`config.mk`:
```
export PLATFORM = sky130hd
export DESIGN_NAME = ccd_black_ref
export DESIGN_NICKNAME = d
export VERILOG_FILES = /design/src/rtl/ccd_black_ref.sv
export SDC_FILE = /design/constraint.sdc
export NUM_CORES = 1
export LEC_CHECK = 0
export BUFFER_PORTS_ARGS = -buffer_cell sky130_fd_sc_hd__buf_4
export CAP_MARGIN = 10
export CORE_MARGIN = 1.5
export CORE_UTILIZATION = 56
export CTS_CLUSTER_DIAMETER = 150
export CTS_CLUSTER_SIZE = 20
export DETAILED_ROUTE_END_ITERATION = 16
export PLACE_DENSITY = 0.85
export SKIP_LAST_GASP = 1
export SLEW_MARGIN = 20
export SYNTH_ARGS = -nofsm -noshare
export SYNTH_HDL_FRONTEND = slang
export SYNTH_SLANG_ARGS = --single-unit
```
`constraint.sdc`:
```
create_clock -name clk -period 34.5 [get_ports clk]
set_clock_uncertainty 0.15 [all_clocks]
set_input_delay 5.175 -clock clk [delete_from_list [all_inputs] [get_ports clk]]
set_output_delay 5.175 -clock clk [all_outputs]
set_load 0.02 [all_outputs]
```
`src/rtl/ccd_black_ref.sv`:
```
module ccd_black_ref #(
  parameter int PIX_W       = 14,
  parameter int LINE_LEN    = 4960,
  parameter int EMPTY_COLS  = 12,
  parameter int SHIELD_COLS = 28,
  parameter int LEAD_ROWS   = 40,
  parameter int BUF_ROWS    = 16,
  parameter int IMAGE_ROWS  = 3248,
  parameter int EMA_SHIFT   = 4
) (
  input  logic             clk,
  input  logic             rst_n,
  input  logic             pix_valid,
  input  logic [PIX_W-1:0] pix_data,
  input  logic             line_start,
  input  logic             frame_start,
  input  logic             use_tail,
  output logic [PIX_W-1:0] line_dark,
  output logic             line_dark_valid,
  output logic [PIX_W-1:0] frame_dark,
  output logic [PIX_W-1:0] corr_pix,
  output logic             corr_valid,
  output logic             corr_image_row
);
  localparam int USE_N  = SHIELD_COLS - 2;
  localparam int NLOG   = $clog2(USE_N);
  localparam int SUM_W  = PIX_W + NLOG + 1;
  localparam int X_W    = SUM_W + 1;
  localparam int FRAC   = X_W + NLOG;
  localparam int PROD_W = X_W + FRAC + 1;
  localparam logic [63:0] RECIP = ((64'd1 << FRAC) + 64'(USE_N - 1)) / 64'(USE_N);
  localparam int COL_W  = $clog2(LINE_LEN + 1);
  localparam int IMG_LO = LEAD_ROWS + BUF_ROWS;
  localparam int IMG_HI = IMG_LO + IMAGE_ROWS;
  localparam int ROW_W  = $clog2(IMG_HI + BUF_ROWS + 1) + 1;
  localparam int ACC_W  = PIX_W + EMA_SHIFT;
  localparam logic [COL_W-1:0] HEAD_LO = COL_W'(EMPTY_COLS + 1);
  localparam logic [COL_W-1:0] HEAD_HI = COL_W'(EMPTY_COLS + SHIELD_COLS - 2);
  localparam logic [COL_W-1:0] TAIL_LO = COL_W'(LINE_LEN - SHIELD_COLS + 1);
  localparam logic [COL_W-1:0] TAIL_HI = COL_W'(LINE_LEN - 2);

  logic [COL_W-1:0]  col_q, cur_col;
  logic [ROW_W-1:0]  row_q, cur_row;
  logic [SUM_W-1:0]  sum_q, sum_nx;
  logic [X_W-1:0]    xval;
  logic [PROD_W-1:0] prod;
  logic [PIX_W-1:0]  avg;
  logic [ACC_W-1:0]  acc_q, acc_nx;
  logic              seeded_q;

  wire [COL_W-1:0] win_lo  = use_tail ? TAIL_LO : HEAD_LO;
  wire [COL_W-1:0] win_hi  = use_tail ? TAIL_HI : HEAD_HI;
  wire             in_win  = pix_valid && cur_col >= win_lo && cur_col <= win_hi;
  wire             win_end = pix_valid && cur_col == win_hi;
  wire             img_row = cur_row >= ROW_W'(IMG_LO) && cur_row < ROW_W'(IMG_HI);

  always_comb begin
    if (line_start)                     cur_col = '0;
    else if (col_q == COL_W'(LINE_LEN)) cur_col = col_q;
    else                                cur_col = col_q + 1'b1;
    if (frame_start)                    cur_row = '0;
    else if (line_start && row_q != '1) cur_row = row_q + 1'b1;
    else                                cur_row = row_q;
  end

  assign sum_nx = (cur_col == win_lo ? '0 : sum_q) + SUM_W'(pix_data);
  assign xval   = X_W'(sum_nx) + X_W'(USE_N / 2);
  assign prod   = PROD_W'(xval) * PROD_W'(RECIP[FRAC:0]);
  assign avg    = PIX_W'(prod >> FRAC);
  assign acc_nx = seeded_q ? acc_q - (acc_q >> EMA_SHIFT) + ACC_W'(avg)
                           : ACC_W'(avg) << EMA_SHIFT;
  assign frame_dark = PIX_W'(acc_q >> EMA_SHIFT);

  always_ff @(posedge clk or negedge rst_n) begin
    if (!rst_n) begin
      col_q           <= '0;
      row_q           <= '1;
      sum_q           <= '0;
      acc_q           <= '0;
      seeded_q        <= 1'b0;
      line_dark       <= '0;
      line_dark_valid <= 1'b0;
      corr_pix        <= '0;
      corr_valid      <= 1'b0;
      corr_image_row  <= 1'b0;
    end else begin
      line_dark_valid <= win_end;
      corr_valid      <= pix_valid;
      corr_image_row  <= pix_valid && img_row;
      if (pix_valid) begin
        col_q    <= cur_col;
        row_q    <= cur_row;
        corr_pix <= (pix_data > frame_dark) ? pix_data - frame_dark : '0;
      end
      if (in_win) sum_q <= sum_nx;
      if (win_end) line_dark <= avg;
      if (win_end && img_row) begin
        acc_q    <= acc_nx;
        seeded_q <= 1'b1;
      end
    end
  end

  AST_VALID_FOLLOWS: assert property (@(posedge clk) disable iff (!rst_n)
    pix_valid |=> corr_valid);
  AST_IDLE_QUIET: assert property (@(posedge clk) disable iff (!rst_n)
    !pix_valid |=> !corr_valid && !line_dark_valid);
  AST_CORR_BOUNDED: assert property (@(posedge clk) disable iff (!rst_n)
    pix_valid |=> corr_pix <= $past(pix_data));
  AST_DARK_SINGLE: assert property (@(posedge clk) disable iff (!rst_n)
    line_dark_valid |=> !line_dark_valid);
  AST_REF_ONLY_IMAGE: assert property (@(posedge clk) disable iff (!rst_n)
    !$stable(frame_dark) |-> line_dark_valid && corr_image_row);
endmodule

```
==> out/summary.txt <==
Slowest-stage cell, CP - a2111oi_1
total track usage - 0.2854
final count of pins violating max slew - 0
violation count after the first detailed-routing iteration - 838
setup repair bufs after CTS - 0
Die Y-Extent - 169.6 µm
Die Area - 28770 µm²
First-pass DRT Iterations - 5
Buffers on Ports - 64
count of different cell masters after synthesis - 79
Clock Tree Root - clkbuf_16
max cap viols - 0
CP Max Fanout - 27
io pins - 65
RSZ-0062 raised after global routing - no
Slew headroom - 0.2664
arrival time worst endpoint - 19890 ps
Startpoint Class - input pin
status - complete, no violations
CTS Hold Bufs - 0
Worst path max stage delay - 840 ps
first-pass GRT wire length - 64.45 mm
critical path class - in -> reg
number of global-route vias before repair - 12540
CP Data Required Time - 34630 ps
Mapped Avg Cell Area - 9.117 µm²
worst skew pair latency - 370 ps
synth warn - 0
layout cells sized above 1 - 0.08343
Reg2Reg Depth - 48
Detail Route Antenna Nets - 0
WL final - 38.90 mm
reg-to-reg critical path startpoint - col_q[2]
FF+latch count, synth - 96
Mapped Nets - 2141
prevailing post-synth register cell - dfrtp_1
most common cell after layout, fill and taps aside - inv_1
TritonCTS Sinks - 96
CP Capture Type - flop
GP Congestion - 0.9928
maximum clock insertion buffer count - 2
Hold WC Path Type - reg -> reg
DRC viols - 0
Post-synth EDFFs - 0
commonest non-fill, non-tap cells in the layout - 344 x inv_1, 241 x ha_1, 175 x fa_1
core area - 27100 µm²
Nets - 2169
Starting Density - 0.5736
R2R Setup Slk - 18460 ps
clock-pin transition on the worst setup and hold timing paths - 80 ps
post-synthesis sequential area ratio - 0.1556
CTS tree - done
H-tree level count - 3
Hold Vio Cnt, Final - 0
f_max - 50.61 MHz
die width - 169.6 µm
final setup margin - 14740 ps
Post-Synthesis Cells - 1705
pin count of the biggest net entering global routing - 54
WL/cell - 18.44 µm
pre-CTS setup slack - 14570 ps
Worst Hold Depth - 2
FF+latch area - 2419 µm²
vias after detailed routing - 12270
initial antenna violation count - 0
total global routing overflow - 0
Fillers - 2237
Detail Placement HPWL - 32.45 mm
Cell Rows - 60
WHS - 329.6 ps
Async SR Flop Fraction - 1.000
R2R Path End - acc_q[17]
area of the multi-input gates - 11570 µm²
vias per cell - 5.817
Synth-to-Final Area Change - 6.705%
cts bufs inserted - 9
Hold Crit Endpoint - sum_q[7]
crit-path most repeated cell - fa_1
PostCTS Resize Cnt - 0
Final setup viols - 0
Setup Total Neg Slack - 0 ps
worst slew pin tran - 1096 ps
hold wc startpoint - sum_q[7]
mapped cell area - 15540 µm²
ANT cells - 0
period utilization - 0.5727
Period minus WS final - 19760 ps
Yosys cell counts, types with 5 or more instances:
cell         n  area, µm²
nand2_1    108      405.4
nor3_1      23      115.1
mux2_2      23      259.0
or2_2       11      68.82
and4_1       7      61.31
and2_1      20      125.1
clkbuf_1    34      127.6
o21ai_0     93      465.5
o31a_1       5      43.79
buf_4       15      112.6
a21boi_0     7      52.55
nand2b_1    10      62.56
nor4_1       6      37.54
dfrtp_1     83       2077
ha_1       241       3015
a21oi_1     57      285.3
a21o_1      24      180.2
o31ai_1     14      105.1
nor2_1      68      255.2
a211oi_1    16      120.1
mux2i_1      5      50.05
a31o_2       5      43.79
nand4_1     21      131.4
xor2_1      31      271.5
o2bb2ai_1   13      113.9
and3_1      17      106.4
o21a_1      12      90.09
a31oi_1      8      50.05
or3_1       17      106.4
inv_1      344       1291
o41ai_1      5      43.79
xnor2_1     48      420.4
o211ai_1     8      60.06
fa_1       175       3503
nor2b_1      9      56.30
nor3b_1      5      37.54
nand3_1     26      130.1
dfstp_2     13      341.6
flip-flops by register name, indices dropped and copies added (netlist names):
| register | flops |
|---|---|
| sum_q | 20 |
| acc_q | 18 |
| corr_pix | 14 |
| line_dark | 14 |
| col_q | 13 |
| row_q | 13 |
| corr_image_row | 1 |
| corr_valid | 1 |
| line_dark_valid | 1 |
| seeded_q | 1 |
logic make-up (layout without fill, tap and decap cells):
family	after synthesis	in the layout	synth area share
compound gates	315	315	0.1348
xor+xnor	80	80	0.04556
fa+ha+maj	416	416	0.4193
buf+inv	397	430	0.1002
flops	96	96	0.1556
mux	29	29	0.02085
simple gates	372	372	0.1236
routing by layer:
layer | track usage | wire [µm]
met5 | 0 | 0
met4 | 0.1062 | 1468
met3 | 0.03032 | 2115
met2 | 0.4813 | 18820
met1 | 0.3795 | 16500
metrics by stage:
stage | area, µm² | instances | util
floorplan | 15540 | 1705 | -
global placement | 16270 | 2094 | 0.6003
detailed placement | 16270 | 2094 | 0.6003
CTS | 16590 | 2110 | 0.6120
global route | 16590 | 2110 | 0.6121
finish | 16590 | 2110 | 0.6121
worst max-delay path: cells and delay by family:
| kind | cells | cell delay [ps] |
|---|---|---|
| AO/OA/AOI/OAI | 14 | 4550 |
| AND/OR/NAND/NOR | 17 | 3910 |
| buffers and inverters | 5 | 460 |
| XOR/XNOR | 1 | 200 |
| adder cells (fa/ha/maj) | 13 | 5590 |
how the worst max path moves through the flow:
| stage | slack [ps] | from | endpoint | depth (start not counted) |
|---|---|---|---|---|
| floorplan | 15740 | line_start | acc_q[17] | 52 |
| global placement | 14950 | line_start | acc_q[17] | 50 |
| detailed placement | 14570 | line_start | acc_q[17] | 50 |
| CTS | 14720 | line_start | acc_q[17] | 50 |
| global route | 13780 | line_start | acc_q[17] | 50 |
| finish | 14740 | line_start | acc_q[17] | 50 |
cell type report:
class | instances | area share
Multi-Input combinational cell | 1212 | 0.6975
Sequential cell | 96 | 0.1458
Inverter | 344 | 0.07785
Timing Repair Buffer | 70 | 0.03168
Tap cell | 372 | 0.02806
Clock buffer | 9 | 0.01358
Clock inverter | 7 | 0.005507
Power is not shown: default switching activity piles up to over one toggle a cycle in this logic, so the estimate is an artifact.
